[config.mk]
export PLATFORM = sky130hd
export DESIGN_NAME = pmux_port
export DESIGN_NICKNAME = d
export VERILOG_FILES = /design/src/rtl/pmux_pkg.sv /design/src/rtl/pmux_sync.sv /design/src/rtl/pmux_pin_arb.sv /design/src/rtl/pmux_regs.sv /design/src/rtl/pmux_port.sv
export SDC_FILE = /design/constraint.sdc
export NUM_CORES = 1
export LEC_CHECK = 0
export CORE_MARGIN = 3
export CORE_UTILIZATION = 55
export DETAILED_ROUTE_END_ITERATION = 16
export DONT_BUFFER_PORTS = 1
export PLACE_DENSITY = 0.73
export SLEW_MARGIN = 20
export SYNTH_ARGS = -nofsm -noshare
export SYNTH_HDL_FRONTEND = slang
export SYNTH_SLANG_ARGS = --single-unit
[constraint.sdc]
create_clock -name clk -period 1.05 [get_ports clk]
set_input_delay 0.21 -clock clk [delete_from_list [all_inputs] [get_ports clk]]
set_output_delay 0.21 -clock clk [all_outputs]
set_load 0.02 [all_outputs]
[src/rtl/pmux_pkg.sv]
// Shared constants, types and the per-pin precedence table of the port.
// Assumes: eight pins, at most four candidate signals per pin, slot 0 highest.
package pmux_pkg;
    localparam int NPIN   = 8;
    localparam int NSLOT  = 4;
    localparam int NEN    = 7;
    localparam int NCANRX = 4;
    localparam int NCANTX = 3;
    localparam int NSPI   = 4;
    localparam int ADDR_W = 2;
    localparam int SYNC_DEPTH = 2;

    // enable bit positions
    localparam int EN_CA  = 0;
    localparam int EN_CB  = 1;
    localparam int EN_CC  = 2;
    localparam int EN_RAL = 3;
    localparam int EN_RAH = 4;
    localparam int EN_RE  = 5;
    localparam int EN_SP  = 6;

    // controller indices
    localparam int CAN_A = 0;
    localparam int CAN_B = 1;
    localparam int CAN_C = 2;
    localparam int CAN_E = 3;

    typedef enum logic [1:0] {K_NONE, K_RX, K_TX, K_BIDIR} kind_t;

    typedef struct packed {
        kind_t      kind;
        logic [2:0] en;
        logic [1:0] src;
    } slot_t;

    // Returns the candidate at a given precedence slot of a pin.
    function automatic slot_t slot_map(input int pin, input int slot);
        slot_t s;
        s = '{K_NONE, 3'd0, 2'd0};
        case (pin)
            0: if (slot == 0) s = '{K_RX, 3'(EN_CA), 2'(CAN_A)};
            1: if (slot == 0) s = '{K_TX, 3'(EN_CA), 2'(CAN_A)};
            2: case (slot)
                   0: s = '{K_RX,    3'(EN_CB),  2'(CAN_B)};
                   1: s = '{K_RX,    3'(EN_RAL), 2'(CAN_A)};
                   2: s = '{K_BIDIR, 3'(EN_SP),  2'd0};
                   default: ;
               endcase
            3: case (slot)
                   0: s = '{K_TX,    3'(EN_CB),  2'(CAN_B)};
                   1: s = '{K_TX,    3'(EN_RAL), 2'(CAN_A)};
                   2: s = '{K_BIDIR, 3'(EN_SP),  2'd1};
                   default: ;
               endcase
            4: case (slot)
                   0: s = '{K_RX,    3'(EN_CC),  2'(CAN_C)};
                   1: s = '{K_RX,    3'(EN_RAH), 2'(CAN_A)};
                   2: s = '{K_RX,    3'(EN_RE),  2'(CAN_E)};
                   3: s = '{K_BIDIR, 3'(EN_SP),  2'd2};
                   default: ;
               endcase
            5: case (slot)
                   0: s = '{K_TX,    3'(EN_CC),  2'(CAN_C)};
                   1: s = '{K_TX,    3'(EN_RAH), 2'(CAN_A)};
                   2: s = '{K_BIDIR, 3'(EN_SP),  2'd3};
                   default: ;
               endcase
            default: ;
        endcase
        return s;
    endfunction
endpackage

[src/rtl/pmux_sync.sv]
// Multi-stage synchroniser for the pad inputs.
// Assumes: stages carry no reset, so the input view always shows the
// present pad state, even straight after reset.
module pmux_sync #(
    parameter int WIDTH  = 8,
    parameter int STAGES = 2
) (
    input  logic             clk,
    input  logic [WIDTH-1:0] din,
    output logic [WIDTH-1:0] dout
);
    logic [WIDTH-1:0] stg [STAGES];

    // shift the pad sample through the stage chain
    always_ff @(posedge clk) begin
        stg[0] <= din;
        for (int i = 1; i < STAGES; i++) stg[i] <= stg[i-1];
    end

    assign dout = stg[STAGES-1];
endmodule

[src/rtl/pmux_pin_arb.sv]
// Per-pin owner selection: the lowest claimed slot wins, otherwise the
// pin is plain I/O from the latch and direction bits.
// Assumes: claim/val/drv_oe are already resolved per slot by the caller.
module pmux_pin_arb #(
    parameter int NSLOT = 4
) (
    input  logic             clk,
    input  logic             rst_n,
    input  logic [NSLOT-1:0] claim,
    input  logic [NSLOT-1:0] val,
    input  logic [NSLOT-1:0] drv_oe,
    input  logic             gpio_d,
    input  logic             gpio_dir,
    output logic             pad_o,
    output logic             pad_oe,
    output logic [NSLOT-1:0] win
);
    // pick the highest-precedence claimant, falling back to plain I/O
    always_comb begin
        win    = '0;
        pad_o  = gpio_d;
        pad_oe = gpio_dir;
        for (int s = NSLOT - 1; s >= 0; s--) begin
            if (claim[s]) begin
                win    = '0;
                win[s] = 1'b1;
                pad_o  = val[s];
                pad_oe = drv_oe[s];
            end
        end
    end


    gpio_pass_chk: assert property (@(posedge clk) disable iff (!rst_n)
        (claim == '0) |-> (pad_o == gpio_d && pad_oe == gpio_dir));
endmodule

[src/rtl/pmux_regs.sv]
// Latch, direction and input-view registers with a simple write strobe
// and combinational read mux.
// Assumes: address 0 latch, 1 direction, 2 input view, 3 reads zero.
module pmux_regs #(
    parameter int WIDTH  = 8,
    parameter int ADDR_W = 2
) (
    input  logic              clk,
    input  logic              rst_n,
    input  logic              bus_wr,
    input  logic [ADDR_W-1:0] bus_addr,
    input  logic [WIDTH-1:0]  bus_wdata,
    input  logic [WIDTH-1:0]  pad_s,
    output logic [WIDTH-1:0]  bus_rdata,
    output logic [WIDTH-1:0]  data_q,
    output logic [WIDTH-1:0]  dir_q
);
    localparam logic [ADDR_W-1:0] A_DATA = ADDR_W'(0);
    localparam logic [ADDR_W-1:0] A_DIR  = ADDR_W'(1);
    localparam logic [ADDR_W-1:0] A_IN   = ADDR_W'(2);

    // update latch and direction on writes, clear both on reset
    always_ff @(posedge clk) begin
        if (!rst_n) begin
            data_q <= '0;
            dir_q  <= '0;
        end else if (bus_wr) begin
            if (bus_addr == A_DATA) data_q <= bus_wdata;
            if (bus_addr == A_DIR)  dir_q  <= bus_wdata;
        end
    end

    // select read data; latch or pad per bit by direction at address 0
    always_comb begin
        case (bus_addr)
            A_DATA:  bus_rdata = (dir_q & data_q) | (~dir_q & pad_s);
            A_DIR:   bus_rdata = dir_q;
            A_IN:    bus_rdata = pad_s;
            default: bus_rdata = '0;
        endcase
    end


    reset_zero_chk: assert property (@(posedge clk) disable iff (!rst_n)
        $rose(rst_n) |-> (data_q == '0 && dir_q == '0));


    in_ro_chk: assert property (@(posedge clk) disable iff (!rst_n)
        (bus_wr && bus_addr == A_IN) |=> ($stable(data_q) && $stable(dir_q)));
endmodule

[src/rtl/pmux_port.sv]
// Port top: synchronises pads, resolves each pin's owner through the
// precedence table, and routes synchronised pads back to the peripherals.
// Assumes: table in pmux_pkg; pins without candidates are plain I/O.
module pmux_port
    import pmux_pkg::*;
#(
    parameter int SYNC_STAGES = SYNC_DEPTH
) (
    input  logic              clk,
    input  logic              rst_n,
    input  logic [NPIN-1:0]   pad_i,
    output logic [NPIN-1:0]   pad_o,
    output logic [NPIN-1:0]   pad_oe,
    input  logic [NEN-1:0]    fn_en,
    input  logic [NCANTX-1:0] can_tx,
    output logic [NCANRX-1:0] can_rx,
    input  logic [NSPI-1:0]   spi_do,
    input  logic [NSPI-1:0]   spi_oe,
    output logic [NSPI-1:0]   spi_di,
    input  logic              bus_wr,
    input  logic [ADDR_W-1:0] bus_addr,
    input  logic [NPIN-1:0]   bus_wdata,
    output logic [NPIN-1:0]   bus_rdata
);
    logic [NPIN-1:0]  pad_s;
    logic [NPIN-1:0]  data_q;
    logic [NPIN-1:0]  dir_q;
    logic [NSLOT-1:0] win_m [NPIN];

    pmux_sync #(.WIDTH(NPIN), .STAGES(SYNC_STAGES)) sync_i (
        .clk (clk),
        .din (pad_i),
        .dout(pad_s)
    );

    pmux_regs #(.WIDTH(NPIN), .ADDR_W(ADDR_W)) regs_i (
        .clk      (clk),
        .rst_n    (rst_n),
        .bus_wr   (bus_wr),
        .bus_addr (bus_addr),
        .bus_wdata(bus_wdata),
        .pad_s    (pad_s),
        .bus_rdata(bus_rdata),
        .data_q   (data_q),
        .dir_q    (dir_q)
    );

    for (genvar p = 0; p < NPIN; p++) begin : g_pin
        logic [NSLOT-1:0] claim;
        logic [NSLOT-1:0] val;
        logic [NSLOT-1:0] drv_oe;

        // resolve each slot's claim and drive from the table
        always_comb begin
            slot_t t;
            for (int s = 0; s < NSLOT; s++) begin
                t = slot_map(p, s);
                claim[s]  = (t.kind != K_NONE) && fn_en[t.en];
                val[s]    = 1'b0;
                drv_oe[s] = 1'b0;
                case (t.kind)
                    K_TX: begin
                        val[s]    = can_tx[t.src];
                        drv_oe[s] = 1'b1;
                    end
                    K_BIDIR: begin
                        val[s]    = spi_do[t.src];
                        drv_oe[s] = spi_oe[t.src];
                    end
                    default: ;
                endcase
            end
        end

        pmux_pin_arb #(.NSLOT(NSLOT)) arb_i (
            .clk     (clk),
            .rst_n   (rst_n),
            .claim   (claim),
            .val     (val),
            .drv_oe  (drv_oe),
            .gpio_d  (data_q[p]),
            .gpio_dir(dir_q[p]),
            .pad_o   (pad_o[p]),
            .pad_oe  (pad_oe[p]),
            .win     (win_m[p])
        );
    end

    // route owned pads back; lower pin numbers take priority
    always_comb begin
        slot_t r;
        can_rx = '1;
        spi_di = '1;
        for (int p = NPIN - 1; p >= 0; p--) begin
            for (int s = 0; s < NSLOT; s++) begin
                r = slot_map(p, s);
                if (win_m[p][s]) begin
                    if (r.kind == K_RX)         can_rx[r.src] = pad_s[p];
                    else if (r.kind == K_BIDIR) spi_di[r.src] = pad_s[p];
                end
            end
        end
    end

    if (SYNC_STAGES == 2) begin : g_lag_chk

        sync_lag_chk: assert property (@(posedge clk) disable iff (!rst_n)
            bus_addr == ADDR_W'(2) |-> bus_rdata == $past(pad_i, 2));
    end


    upper_gpio_chk: assert property (@(posedge clk) disable iff (!rst_n)
        pad_oe[7:6] == dir_q[7:6] && pad_o[7:6] == data_q[7:6]);


    can_a_pins_chk: assert property (@(posedge clk) disable iff (!rst_n)
        fn_en[EN_CA] |-> (!pad_oe[0] && pad_oe[1] && pad_o[1] == can_tx[CAN_A]));


    rx_idle_chk: assert property (@(posedge clk) disable iff (!rst_n)
        (fn_en == '0) |-> (can_rx == '1 && spi_di == '1));
endmodule

==> metrics.log, run 1 <==
INFO  metric crit_path_start_kind = flop
INFO  metric post_synth_fa_ha_maj_area_fraction = 0
INFO  metric final-hold-violation-count = 0
INFO  metric fp.dieW = just under 60 µm
INFO  metric io_pins = 71
INFO  metric vias = 1224
INFO  metric finalWeightedCongestion = approximately 0.66
INFO  metric floorplan.die.height = 59.5 µm
INFO  metric syn-cell-area = between 1500 and 2000 µm²
INFO  metric finClkSkew = around 0.65 ps
INFO  metric vias_per_cell = 5.61
INFO  metric finalWorstPathRequiredPeriod = 1370 ps
INFO  metric critical_path.slowest_cell = sky130_fd_sc_hd__dfxtp_2
INFO  metric design.final.nets = 226
INFO  metric power.switching_fraction = 0.248
INFO  metric slew_violations = 0
INFO  metric cap_violations = 0
INFO  metric status = finished, violations left
INFO  metric post_route_clock_period_utilization = 1.31
INFO  metric worstPathArrival = approximately 1200 ps
INFO  metric fin_util = 0.799
INFO  metric fmax = 0.727 GHz
INFO  metric worstRegToRegCells = 4
INFO  metric startpoint = regs_i.data_q[3]$_SDFFE_PN0P_
INFO  metric worst_setup_hold_path_clk_slew = 90 ps
INFO  metric cts_tree = done
INFO  metric cts_max_level = 2
INFO  metric cts.root.buffer_cell = sky130_fd_sc_hd__clkbuf_4
INFO  metric synth_simple_gate_area_share = 0.248
INFO  metric drcViolationCount = 0
INFO  metric multi_input_area = 981 µm²
INFO  metric ys_types = 21
INFO  metric xor_xnor_fraction_of_synth_area = 0
INFO  metric number_of_antenna_repair_diodes = 0
INFO  metric ir_drop = between 1 and 1.5 mV
INFO  metric multiplexer_share_of_the_synthesized_area = 0.211
INFO  metric failing_checks = setup timing
INFO  metric count_of_flip_flops_with_a_built_in_enable_after_synthesis = 0
INFO  metric critical-path-top-delay-family = flip-flops
INFO  metric reg2reg_from = regs_i.dir_q[1]$_SDFFE_PN0P_
INFO  metric core_area = 2590 µm²
INFO  metric worst-path-max-fanout = 3
INFO  metric netlist_top_cells_area = sky130_fd_sc_hd__dfxtp_1, sky130_fd_sc_hd__mux2i_1, sky130_fd_sc_hd__buf_4
INFO  metric max-slew-margin-rel = 0.695
INFO  metric synth_top_area_frac = 0.408
INFO  metric placement.io_buffers = 0
INFO  metric final-setup-viol-count = 28
INFO  metric fillerInstances = 169
INFO  metric comb_power_share = 0.176
INFO  metric grt_pass1_vias = about 1300
INFO  metric cts_max_path_buffers = 2
INFO  metric rsz_0062_raised_after_global_routing = true
INFO  metric placement.setup.worst_slack = -177 ps
INFO  metric track_usage = 0.219
INFO  metric synth_largest_area_cell = sky130_fd_sc_hd__dfxtp_1
INFO  metric floorplan.die_area = roughly 3500 µm²
INFO  metric complex_gate_fraction_of_the_synthesized_area = 0.0207
INFO  metric wire_per_inst = 17.2 µm
INFO  metric globalRouteOverflowTotal = 0
INFO  metric yosysWarnings = 0
INFO  metric hpwlAfterDp = 2570 µm
INFO  metric fin_ws = -325 ps
INFO  metric synthesis.area_per_instance = 9.41 µm²
INFO  metric ant_nets = 0
INFO  metric hold_depth = 2
INFO  metric totalNegativeSetupSlack = -5740 ps
INFO  metric critPathCaptureType = output port
INFO  metric postSynthCellCount = 167
INFO  metric grt_max_degree = 25
INFO  metric timing_worst_slew_pin_value = 456 ps
INFO  metric worst_hold_slack = 29.1 ps
INFO  metric clkSinkCount = 32
INFO  metric drive_above_1_share = 0.463
INFO  metric design_power_total = 2.43 mW
INFO  metric synth_nets = a little over 200
INFO  metric timing.critical_path.slowest_cell_delay = roughly 360 ps
INFO  metric p_int = approximately 1.8 mW
INFO  metric cts_made_buffers = 5
INFO  metric synth_async_sr_flop_share = 0
INFO  metric register_area = 671 µm²
INFO  metric detail_route.iter0.violations = 60
INFO  metric antenna_violations_before_repair = 0
INFO  metric global_route_wire_length_before_repair = 5720 µm
INFO  metric pwr-share-clk = 0.289
INFO  metric synth_ff_type = sky130_fd_sc_hd__dfxtp_1
INFO  metric initial_core_util = 0.607
INFO  metric synthTopCellsByCount = sky130_fd_sc_hd__dfxtp_1, sky130_fd_sc_hd__mux2i_1, sky130_fd_sc_hd__nand2_1, sky130_fd_sc_hd__buf_4, sky130_fd_sc_hd__nand2b_1
INFO  metric switchingPower = 0.600 mW
INFO  metric clk-insertion-delay-late = 310 ps
INFO  metric cp_cell_sequence = mux2i_2, a221oi_2, buf_4
INFO  metric firstDrtPassIters = 4
INFO  metric p_leak = 0.878 nW
INFO  metric areaGrowthSynthToFinish = 31.6%
INFO  metric critical_path_required = between 800 and 900 ps
INFO  metric cp.buffers_inverters = 1
INFO  metric detailed_route_wl = between 3000 and 4000 µm
INFO  metric power.share.sequential = 0.536
INFO  metric placement_rows = 18
INFO  metric worst-setup-path-type = flop to output port
INFO  metric powerDensity = 1170 nW/µm²
INFO  metric min_from = rst_n
INFO  metric critical_path_depth = 3
INFO  metric synth_sequential_area_ratio = 0.408
INFO  metric ys_ff_latch = 32
INFO  metric class_of_the_worst_hold_path = input port to flop
INFO  metric combinational_family_with_the_most_area_after_synthesis = simple AND/OR/NAND/NOR gates
[layout by cell type (no fill, tap or decap)]
cell type / instances
sky130_fd_sc_hd__a221oi_1: 1
sky130_fd_sc_hd__a221oi_2: 2
sky130_fd_sc_hd__buf_4: 23
sky130_fd_sc_hd__buf_6: 5
sky130_fd_sc_hd__clkbuf_1: 2
sky130_fd_sc_hd__clkbuf_4: 5
sky130_fd_sc_hd__clkbuf_8: 1
sky130_fd_sc_hd__dfxtp_1: 12
sky130_fd_sc_hd__dfxtp_2: 18
sky130_fd_sc_hd__dfxtp_4: 2
sky130_fd_sc_hd__dlygate4sd3_1: 8
sky130_fd_sc_hd__inv_1: 3
sky130_fd_sc_hd__mux2_4: 1
sky130_fd_sc_hd__mux2i_1: 22
sky130_fd_sc_hd__mux2i_2: 5
sky130_fd_sc_hd__mux2i_4: 5
sky130_fd_sc_hd__nand2_1: 24
sky130_fd_sc_hd__nand2_2: 2
sky130_fd_sc_hd__nand2b_1: 9
sky130_fd_sc_hd__nand2b_4: 8
sky130_fd_sc_hd__nand3b_1: 5
sky130_fd_sc_hd__nand4bb_4: 1
sky130_fd_sc_hd__nor2_1: 9
sky130_fd_sc_hd__nor2_2: 1
sky130_fd_sc_hd__nor2b_1: 1
sky130_fd_sc_hd__nor2b_4: 3
sky130_fd_sc_hd__nor3_1: 2
sky130_fd_sc_hd__nor3b_1: 2
sky130_fd_sc_hd__nor3b_2: 1
sky130_fd_sc_hd__nor4_1: 1
sky130_fd_sc_hd__nor4_2: 1
sky130_fd_sc_hd__nor4b_2: 1
sky130_fd_sc_hd__nor4b_4: 1
sky130_fd_sc_hd__or2_4: 1
[path summary, 6_finish.rpt]
check	to	slack, ps
worst max-delay path	pad_o[3]	-320
worst min-delay path	regs_i.data_q[1]$_SDFFE_PN0P_	30
worst max register to register	regs_i.dir_q[1]$_SDFFE_PN0P_	250
worst min register to register	sync_i.stg[0][13]$_DFF_P_	330
[flip-flops by register name, indices dropped and copies added, names as in the netlist]
| name | count |
|---|---|
| regs_i.dir_q | 8 |
| sync_i.stg | 16 |
| regs_i.data_q | 8 |
[layout make-up]
cell class / instances / share of cell area
Tap cell: 30 / 0.0181
Inverter: 3 / 0.00544
Multi-Input combinational cell: 109 / 0.474
Clock buffer: 8 / 0.0284
Sequential cell: 32 / 0.324
Timing Repair Buffer: 36 / 0.149
[through the flow]
step,cell area [µm²],std cells
after floorplan,1640,167
after global placement,1710,201
after detailed placement,1710,201
after CTS,2010,217
after global routing,2070,218
final,2070,218
[what timing repair did]
item                                    CTS  global route
resized for setup                        40            15
pin swaps                                 5             0
endpoints found under the hold margin     8             0
endpoints found under the setup margin   28            30
hold buffers                              8             0
cloned                                    0             0
buffers inserted                          1             1
[per-layer routing]
layer	GRT usage	vias up	wire (µm)
li1	-	587	-
met1	0.240	584	1500
met2	0.398	49	1970
met3	0.0741	4	259
met4	0.0615	0	23
met5	0	-	0
[kinds of logic after synthesis]
group	Yosys count
and+or+nand+nor	73
muxes	33
DFF	32
buffers and inverters	26
AOI/OAI and AO/OA	3
[power groups by stage]
stage	Combinational (mW)	Sequential [mW]	Clock [mW]
2_1_floorplan	0.324	1.32	0
3_3_place_gp	0.338	1.32	0
3_5_place_dp	0.345	1.32	0
4_1_cts	0.411	1.30	0.721
5_1_grt	0.451	1.31	0.780
6_report	0.426	1.30	0.700
Power figures use the tool's default switching activity.
==> run 2, diff against run 1 <==
--- a/config.mk
+++ b/config.mk
@@ -9,6 +9,7 @@
 export CORE_UTILIZATION = 55
 export DETAILED_ROUTE_END_ITERATION = 16
 export DONT_BUFFER_PORTS = 1
+export HOLD_SLACK_MARGIN = 0.06
 export PLACE_DENSITY = 0.73
 export SLEW_MARGIN = 20
 export SYNTH_ARGS = -nofsm -noshare
==> constraint.sdc (replaced) <==
create_clock -name clk -period 1.2 [get_ports clk]
set_input_delay 0.24 -clock clk [delete_from_list [all_inputs] [get_ports clk]]
set_output_delay 0.24 -clock clk [all_outputs]
set_load 0.02 [all_outputs]
==> run 2 against run 1 <==
Effect of this change:
- the flow still finishes with violations (setup timing)
- first-iteration DRC count decreased by 53%
- worst setup slack improved by 120 ps
- combinational power decreased by 14%
- global-route usage grew 0.096 points
- critical path depth down 1
- via count up 0.41%
- utilization shrank 1.7 points
- total power fell by 12%
- die area unchanged
- count of clock-buffer cells in the layout unchanged
- clock power down 10%
- worst hold slack better by 47 ps
- largest power group unchanged
- highest routed layer unchanged
==> metrics.log, run 2 (synthesized netlist as in run 1, its figures left out) <==
INFO  metric status = finished, violations left
INFO  metric failing_checks = setup timing
INFO  metric clkSinkCount = 32
INFO  metric cap_violations = 0
INFO  metric number_of_antenna_repair_diodes = 0
INFO  metric placement.io_buffers = 0
INFO  metric regMostFlops = sync_i.stg
INFO  metric fin_ws = -204 ps
INFO  metric floorplan.die_area = 3530 µm²
INFO  metric crit_path_start_kind = flop
INFO  metric global_route_wire_length_before_repair = 5660 µm
INFO  metric cts.root.buffer_cell = sky130_fd_sc_hd__clkbuf_4
INFO  metric initial_core_util = 0.607
INFO  metric cts_max_level = 2
INFO  metric max-slew-margin-rel = 0.649
INFO  metric register_area = around 660 µm²
INFO  metric worst_hold_slack = 76.1 ps
INFO  metric core_area = 2590 µm²
INFO  metric placement_rows = 18
INFO  metric worst-r2r-setup-slack = ~360 ps
INFO  metric critical_path_required = 960 ps
INFO  metric design.final.nets = about 230
INFO  metric hpwlAfterDp = about 2400 µm
INFO  metric cts_made_buffers = 5
INFO  metric instances_no_fill = 223
INFO  metric finClkSkew = between 0.2 and 0.3 ps
INFO  metric final-setup-viol-count = 20
INFO  metric largest_register_ffs = 16
INFO  metric highest_count_cells_in_the_layout_ignoring_fill_and_taps = sky130_fd_sc_hd__mux2i_1, sky130_fd_sc_hd__buf_4, sky130_fd_sc_hd__nand2_1, sky130_fd_sc_hd__dfxtp_2, sky130_fd_sc_hd__nand2b_1
INFO  metric fmax = 0.712 GHz
INFO  metric floorplan.die.height = 59.5 µm
INFO  metric ant_nets = 0
INFO  metric vias = 1229
INFO  metric fin_area = 2020 µm²
INFO  metric fp.dieW = 59.5 µm
INFO  metric worst-setup-path-type = flop to output port
INFO  metric vias_per_cell = 5.51
INFO  metric dp.cells = 194
INFO  metric grt_max_degree = 19
INFO  metric class_of_the_worst_hold_path = input port to flop
INFO  metric powerDensity = 1050 nW/µm²
INFO  metric finalWeightedCongestion = 0.676
INFO  metric rsz_0062_raised_after_global_routing = true
INFO  metric io_pins = 71
INFO  metric antenna_violations_before_repair = 0
INFO  metric detail_route.iter0.violations = 28
INFO  metric place_area = 1620 µm²
INFO  metric globalRouteOverflowTotal = 0
INFO  metric post_route_clock_period_utilization = 1.17
INFO  metric areaGrowthSynthToFinish = 28.7%
INFO  metric cts_tree = done
INFO  metric drive_above_1_share = 0.404
INFO  metric p_leak = between 0.9 and 1 nW
INFO  metric largest_registers = sync_i.stg x16, regs_i.data_q x8, regs_i.dir_q x8
INFO  metric worst_setup_hold_path_clk_slew = 90 ps
INFO  metric critPathCaptureType = output port
INFO  metric drcViolationCount = 0
INFO  metric track_usage = 0.220
INFO  metric multi_input_area = 896 µm²
INFO  metric finalWorstPathRequiredPeriod = roughly 1400 ps
INFO  metric worst-path-max-fanout = 3
INFO  metric worstPathArrival = 1160 ps
INFO  metric cts_max_path_buffers = 2
INFO  metric most_common_library_cell_in_the_layout_ignoring_fill_and_taps = sky130_fd_sc_hd__mux2i_1
INFO  metric slew_violations = 0
INFO  metric firstDrtPassIters = 4
INFO  metric timing_worst_slew_pin_value = 526 ps
INFO  metric grt_pass1_vias = 1252
INFO  metric final-hold-violation-count = 0
INFO  metric clk-insertion-delay-late = 330 ps
INFO  metric detailed_route_wl = 3640 µm
INFO  metric ir_drop = about 1.3 mV
INFO  metric wire_per_inst = 16.3 µm
INFO  metric fillerInstances = around 180
run 2: layer usage:
metal | wire [µm] | global-route usage
met1 | 1380 | 0.225
met2 | 1880 | 0.407
met3 | 347 | 0.0741
met4 | 36 | 0.0841
met5 | 0 | 0
run 2: timing repair:
item / 4_1_cts / 5_1_grt
hold endpoints to repair: 21 / 2
setup buffers: 6 / 3
endpoints found under the setup margin: 24 / 29
resized for setup: 35 / 16
hold buffers: 10 / 2
pin swaps: 6 / 1
run 2: area by class of cell:
| class | count | area share |
|---|---|---|
| tap | 30 | 0.0186 |
| inverter | 3 | 0.00557 |
| clock buffer | 8 | 0.0291 |
| sequential | 32 | 0.328 |
| multi-input combinational | 109 | 0.443 |
| timing repair buffer | 41 | 0.176 |
run 2: path summary, 6_finish.rpt:
kind,startpoint,endpoint,cells after the start
setup / recovery,regs_i.dir_q[1]$_SDFFE_PN0P_,bus_rdata[1],2
hold / removal,bus_wdata[7],regs_i.data_q[7]$_SDFFE_PN0P_,2
setup reg to reg,regs_i.dir_q[7]$_SDFFE_PN0P_,regs_i.dir_q[7]$_SDFFE_PN0P_,4
hold reg to reg,sync_i.stg[0][4]$_DFF_P_,sync_i.stg[0][12]$_DFF_P_,0
run 2: critical path, cell delays in order, from the launching register on:
cell,delay (ps)
sky130_fd_sc_hd__dfxtp_2,360
sky130_fd_sc_hd__nor2b_4,170
sky130_fd_sc_hd__mux2i_4,300
run 2: power breakdown:
group / switching [mW] / total [mW] / leakage [nW] / internal (mW)
Clock: 0.340 / 0.629 / 0.0326 / 0.289
Combinational: 0.171 / 0.365 / 0.597 / 0.193
Sequential: 0.0256 / 1.14 / 0.272 / 1.11
Total: 0.537 / 2.13 / 0.901 / 1.60
run 2: metrics by stage:
step                      power [mW]  TNS, ps  setup slack [ps]  utilization
after floorplan                 1.42    -10.6             -10.6            -
after global placement          1.42        0              40.7        0.624
after detailed placement        1.43        0              34.7        0.624
after CTS                       2.11    -2620              -212        0.746
after global routing            2.23    -4150              -281        0.781
final                           2.13    -2620              -204        0.781
